## config.mk

```make
export PLATFORM = sky130hd
export DESIGN_NAME = irq_prio_resolver
export DESIGN_NICKNAME = d
export VERILOG_FILES = /design/src/rtl/irq_prio_pkg.sv /design/src/rtl/irq_req_sampler.sv /design/src/rtl/irq_prio_pick.sv /design/src/rtl/irq_svc_tracker.sv /design/src/rtl/irq_prio_resolver.sv
export SDC_FILE = /design/constraint.sdc
export NUM_CORES = 1
export LEC_CHECK = 0
export BUFFER_PORTS_ARGS = -buffer_cell sky130_fd_sc_hd__buf_2
export CAP_MARGIN = 20
export CORE_MARGIN = 3
export CORE_UTILIZATION = 47
export DETAILED_ROUTE_END_ITERATION = 8
export GPL_TIMING_DRIVEN = 0
export HOLD_SLACK_MARGIN = 0.1
export PLACE_DENSITY = 0.91
export SLEW_MARGIN = 15
export SYNTH_ARGS = -nofsm -noshare
export SYNTH_HDL_FRONTEND = slang
export SYNTH_SLANG_ARGS = --single-unit
```

## constraint.sdc

```tcl
create_clock -name clk -period 3 [get_ports clk]
set_input_delay 0.3 -clock clk [delete_from_list [all_inputs] [get_ports clk]]
set_output_delay 0.3 -clock clk [all_outputs]
set_load 0.02 [all_outputs]
```

## src/rtl/irq_prio_pkg.sv

```systemverilog
// Shared constants and helpers for the interrupt priority resolver.
// Assumes source indices follow polling order, index 0 being highest.
package irq_prio_pkg;
    localparam int NSRC     = 6;
    localparam int IDXW     = $clog2(NSRC);
    localparam int VECW     = 8;
    localparam int VEC_BASE = 3;
    localparam int VEC_STEP = 8;

    // Vector address for a source index.
    function automatic logic [VECW-1:0] vec_of(input logic [IDXW-1:0] idx);
        return VECW'(VEC_BASE + VEC_STEP * int'(idx));
    endfunction
endpackage

```

## src/rtl/irq_req_sampler.sv

```systemverilog
// Registers the enabled request set and the per-source levels once per cycle.
// Assumes raw flags are already synchronous to clk.
module irq_req_sampler #(
    parameter int NSRC = 6
) (
    input  logic            clk,
    input  logic            rst_n,
    input  logic [NSRC-1:0] raw,
    input  logic [NSRC-1:0] en,
    input  logic            glob_en,
    input  logic [NSRC-1:0] lvl_in,
    output logic [NSRC-1:0] pend_q,
    output logic [NSRC-1:0] lvl_q
);
    // Capture masked requests and levels.
    always_ff @(posedge clk) begin
        if (!rst_n) begin
            pend_q <= '0;
            lvl_q  <= '0;
        end else begin
            pend_q <= glob_en ? (raw & en) : '0;
            lvl_q  <= lvl_in;
        end
    end

    // with the global enable low, nothing is pending next cycle.
    p_glob_mask_r2: assert property (@(posedge clk) disable iff (!rst_n)
        !glob_en |=> (pend_q == '0));
endmodule

```

## src/rtl/irq_prio_pick.sv

```systemverilog
// Chooses the winning request: level first, then lowest index within level.
// Assumes allow_hi/allow_lo already encode the in-service state.
module irq_prio_pick #(
    parameter int NSRC = 6,
    parameter int IDXW = 3
) (
    input  logic [NSRC-1:0] pend,
    input  logic [NSRC-1:0] lvl,
    input  logic            allow_hi,
    input  logic            allow_lo,
    output logic            valid,
    output logic [IDXW-1:0] idx,
    output logic            win_hi
);
    localparam int NLVL = 2;

    logic [NSRC-1:0] cand [NLVL];
    logic [NLVL-1:0] any;
    logic [IDXW-1:0] first [NLVL];

    // Per-level candidate mask and lowest-index encoder.
    for (genvar g = 0; g < NLVL; g++) begin : g_lvl
        always_comb begin
            if (g == 1) cand[g] = allow_hi ? (pend & lvl)  : '0;
            else        cand[g] = allow_lo ? (pend & ~lvl) : '0;
        end
        assign any[g] = |cand[g];
        // Lowest set index of this level's candidates.
        always_comb begin
            first[g] = '0;
            for (int i = NSRC - 1; i >= 0; i--)
                if (cand[g][i]) first[g] = IDXW'(i);
        end
    end

    // Level resolution: high beats low.
    always_comb begin
        valid  = |any;
        win_hi = any[1];
        idx    = any[1] ? first[1] : first[0];
    end
endmodule

```

## src/rtl/irq_svc_tracker.sv

```systemverilog
// Tracks the in-service bit of each priority level.
// Assumes at most two nesting levels: low, then high on top.
module irq_svc_tracker (
    input  logic       clk,
    input  logic       rst_n,
    input  logic       take,
    input  logic       reti,
    input  logic       valid,
    input  logic       win_hi,
    output logic [1:0] busy
);
    // Set on accept, clear the top level on return.
    always_ff @(posedge clk) begin
        if (!rst_n) begin
            busy <= 2'b00;
        end else if (reti) begin
            if (busy[1]) busy[1] <= 1'b0;
            else         busy[0] <= 1'b0;
        end else if (take && valid) begin
            if (win_hi) busy[1] <= 1'b1;
            else        busy[0] <= 1'b1;
        end
    end

    // accepting a high-level winner marks high level in service.
    p_take_hi_r7: assert property (@(posedge clk) disable iff (!rst_n)
        (take && !reti && valid && win_hi) |=> busy[1]);
    // accepting a low-level winner marks low level in service.
    p_take_lo_r7: assert property (@(posedge clk) disable iff (!rst_n)
        (take && !reti && valid && !win_hi) |=> busy[0]);
    // return clears high first, leaving low untouched.
    p_reti_hi_r10: assert property (@(posedge clk) disable iff (!rst_n)
        (reti && busy[1]) |=> (!busy[1] && busy[0] == $past(busy[0])));
    // accept with nothing offered changes nothing.
    p_idle_take_r11: assert property (@(posedge clk) disable iff (!rst_n)
        (take && !valid && !reti) |=> $stable(busy));
endmodule

```

## src/rtl/irq_prio_resolver.sv

```systemverilog
// Top of the two-level interrupt priority resolver.
// Assumes take/reti are single-cycle pulses from the processor.
module irq_prio_resolver
    import irq_prio_pkg::*;
(
    input  logic            clk,
    input  logic            rst_n,
    input  logic            src_ext0,
    input  logic            src_tmr0,
    input  logic            src_ext1,
    input  logic            src_tmr1,
    input  logic            src_rx,
    input  logic            src_tx,
    input  logic            src_t2ovf,
    input  logic            src_t2ext,
    input  logic            glob_en,
    input  logic [NSRC-1:0] src_en,
    input  logic [NSRC-1:0] src_hi,
    input  logic            take,
    input  logic            reti,
    output logic            req_valid,
    output logic [IDXW-1:0] req_idx,
    output logic [VECW-1:0] req_vec,
    output logic [1:0]      busy_lvl
);
    logic [NSRC-1:0] raw, pend_q, lvl_q;
    logic            win_hi;

    // Merge shared flags into the six sources in polling order.
    always_comb raw = {src_t2ovf | src_t2ext, src_rx | src_tx,
                       src_tmr1, src_ext1, src_tmr0, src_ext0};

    irq_req_sampler #(.NSRC(NSRC)) u_samp (
        .clk(clk), .rst_n(rst_n), .raw(raw), .en(src_en), .glob_en(glob_en),
        .lvl_in(src_hi), .pend_q(pend_q), .lvl_q(lvl_q)
    );

    irq_prio_pick #(.NSRC(NSRC), .IDXW(IDXW)) u_pick (
        .pend(pend_q), .lvl(lvl_q),
        .allow_hi(!busy_lvl[1]), .allow_lo(busy_lvl == 2'b00),
        .valid(req_valid), .idx(req_idx), .win_hi(win_hi)
    );

    irq_svc_tracker u_svc (
        .clk(clk), .rst_n(rst_n), .take(take), .reti(reti),
        .valid(req_valid), .win_hi(win_hi), .busy(busy_lvl)
    );

    // Vector lookup for the winner.
    always_comb req_vec = req_valid ? vec_of(req_idx) : '0;

    // vector follows index arithmetically.
    p_vec_r6: assert property (@(posedge clk) disable iff (!rst_n)
        req_valid |-> (int'(req_vec) == 3 + 8 * int'(req_idx)));
    // nothing offered during high-level service.
    p_hi_block_r8: assert property (@(posedge clk) disable iff (!rst_n)
        busy_lvl[1] |-> !req_valid);
    // during low-level service only high-level winners appear.
    p_lo_gate_r9: assert property (@(posedge clk) disable iff (!rst_n)
        (busy_lvl == 2'b01 && req_valid) |-> win_hi);
    // any eligible high request makes the winner high.
    p_hi_wins_r4: assert property (@(posedge clk) disable iff (!rst_n)
        (!busy_lvl[1] && |(pend_q & lvl_q)) |-> (req_valid && win_hi));
endmodule

```

==> qor.csv <==
stage,metric,value,unit
clocking,cts_sinks,14,
synth,yosysMostFrequentCell,dfxtp_1,
timing,rsz0062_at_grt,false,
synth,synth-edff-count,0,
min_path,hold_path.class,in2reg,
layout,drive_gt1_frac,0.408,
clocking,cts_setup_buffers,0,
routing,drc,0,
synth,ys_seq_area_frac,0.367,
clocking,htree_num_levels,1,
synth,yosys.area.top_type_share,0.367,
layout,final_net_count,152,
routing,vias_per_cell,5.24,
layout,area_growth,29.3,%
synth,async_flop_share,0,
power,pwr_density_cell,403,mW/mm^2
timing,hold_violations,0,
place,dp_hpwl,1.38,mm
critical_path,cp-start-kind,register,
critical_path,cp_max_fo,9,
critical_path,cp.arrival,1820,ps
clocking,cts_hold_repair.buffers,0,
global_routing,grt_pass1_vias,670,
layout,utilization,0.698,
critical_path,timing.rr.start,u_svc.busy[1]$_SDFFE_PP0P_,
global_routing,antenna_found_initial,0,
critical_path,r2r_slack,1650,ps
clocking,cts_resized,0,
critical_path,crit_path_end_kind,primary output,
die,ios,39,
critical_path,startpoint,u_svc.busy[1]$_SDFFE_PP0P_,
timing,finalCriticalPeriod,2120,ps
synth,ys_seq_elements,14,
routing,first_pass_iters,4,
synth,syn_area_per_cell,8.99,sq um
power,p_total,398,uW
clocking,clock_latency,270,ps
power,total_leakage_power,0.495,nW
timing,setup-tns-final,0,ps
routing,ant_nets,0,
synth,synth_cells,85,
critical_path,r2r_cells,5,
run_status,status,finished clean,
die,die_h,46.3,um
routing,initialDrtViolationCount,11,
job,drv_cap,0,
timing,fin_skew,0.438,ps
timing,final_max_slew_viol_count,0,
synth,yosys_warnings,0,
die,core,0.00142,sq mm
routing,drt_wl_total,1.65,mm
critical_path,reg2reg_to,u_svc.busy[0]$_SDFFE_PN0P_,
global_routing,grt.total_usage,0.168,
layout,fill_cells,120,
clocking,clkTransAtPathRegs,70,ps
routing,wl_per_cell,11.8,um
critical_path,critPathCapture,req_vec[1],
synth,yosysUniqueCellTypes,29,
critical_path,critical_path_class,reg2out,
clocking,cts-root-buf,clkbuf_4,
clocking,cts_made_buffers,3,
die,die_area,0.00215,sq mm
critical_path,required,2700,ps
clocking,cts_tree,yes,
global_routing,grt_max_degree,11,
global_routing,gr-total-overflow,0,
die,start_util,0.540,
synth,synth_ff_type,dfxtp_1,
synth,synth_commonest_cells,"dfxtp_1, nand2_1, and2_1, buf_4",
synth,synth_area,764,sq um
die,row_count,13,
timing,setup_viol,0,
routing,vias,733,
timing,max_freq,473,MHz
power,peakVddDrop,0.270,mV
clocking,clock_path_buffers,2,
place,io_buffers,35,
synth,yosys-top-cells-area,"dfxtp_1, buf_4, and2_1",
synth,synth_top_area_cell,dfxtp_1,
layout,num_antenna_cells,0,
global_routing,grt_pass1_wl,2.57,mm
timing,finalCritPeriodShare,0.705,
die,die_w,46.3,um
place,gp_routability_congestion,0.810,
[where the power goes]
group | total, mW | switching, mW | internal, mW
Clock | 0.0985 | 0.0521 | 0.0464
Combinational | 0.0998 | 0.0519 | 0.0478
Sequential | 0.200 | 0.00656 | 0.193
[worst max-delay path: stages (launching register included)]
cell and delay [ps]:
dfxtp_1 330, buf_4 180, nor2_4 70, o21a_1 160, a2111oi_4 390, nand2b_1 130
buf_4 150, buf_2 150
[cell type report]
| class | instances | area [sq um] | share of cell area |
|---|---|---|---|
| Sequential cell | 14 | 280 | 0.284 |
| Buffer | 7 | 48.8 | 0.0494 |
| Tap cell | 15 | 18.8 | 0.0190 |
| Multi-Input combinational cell | 64 | 435 | 0.441 |
| Timing Repair Buffer | 35 | 175 | 0.177 |
| Clock buffer | 3 | 22.5 | 0.0228 |
| Inverter | 2 | 7.51 | 0.00759 |
[flip-flops by register name, summed over array words and instances (netlist names)]
name	flops
u_svc.busy	2
u_samp.pend_q	6
u_samp.lvl_q	6
[through the flow]
| step | setup slack [ps] | hold slack [ps] | cell area [sq um] | instances |
|---|---|---|---|---|
| 4_1_cts | 874 | 228 | 988 | 140 |
| 3_3_place_gp | 1210 | 508 | 966 | 137 |
| 2_1_floorplan | 1060 | 427 | 772 | 87 |
| 5_1_grt | 762 | 225 | 988 | 140 |
| 3_5_place_dp | 1180 | 510 | 966 | 137 |
| 6_report | 885 | 231 | 988 | 140 |
[how the worst min path moves through the flow]
stage | start | endpoint | slack (ps) | cells after the start
final | src_hi[4] | u_samp.lvl_q[4]$_SDFF_PN0_ | 230 | 2
after global routing | src_hi[0] | u_samp.lvl_q[0]$_SDFF_PN0_ | 230 | 2
after CTS | src_hi[0] | u_samp.lvl_q[0]$_SDFF_PN0_ | 230 | 2
after detailed placement | src_hi[0] | u_samp.lvl_q[0]$_SDFF_PN0_ | 510 | 2
after global placement | src_hi[4] | u_samp.lvl_q[4]$_SDFF_PN0_ | 510 | 2
after floorplan | src_hi[0] | u_samp.lvl_q[0]$_SDFF_PN0_ | 430 | 1
[placed cells by master (no fill, tap or decap), types with 2 or more instances in the layout]
cell type / synthesis / final
o21a_1: 3 / 3
nor2b_1: 3 / 3
dfxtp_1: 14 / 14
and3_1: 4 / 4
clkbuf_4: 0 / 3
a21oi_1: 4 / 4
buf_2: 0 / 35
o21ai_1: 2 / 2
a22oi_1: 3 / 3
and2_1: 7 / 7
buf_4: 6 / 6
conb_1: 1 / 3
nand3_1: 2 / 2
nand2b_1: 4 / 4
nand2_1: 9 / 9
inv_1: 2 / 2
o32ai_1: 2 / 2
o21ai_0: 3 / 3
nor2_1: 4 / 4
[routing by layer]
metal	vias to the layer above	GRT usage	share of wire	wire length, um
met3	2	0.0430	0.073	121
met2	30	0.308	0.53	867
met1	326	0.172	0.39	646
li1	375	-	-	-
met5	-	0	0	0
met4	0	0.0852	0.0079	13
[kinds of logic (layout without fill, tap and decap cells)]
group / after synthesis / count (layout) / synth area share
AOI/OAI and AO/OA: 26 / 26 / 0.298
buffers and inverters: 9 / 47 / 0.0736
DFF: 14 / 14 / 0.367
other: 1 / 3 / 0.00491
and+or+nand+nor: 35 / 35 / 0.257
No activity file was read; power rests on OpenSTA's default activity.
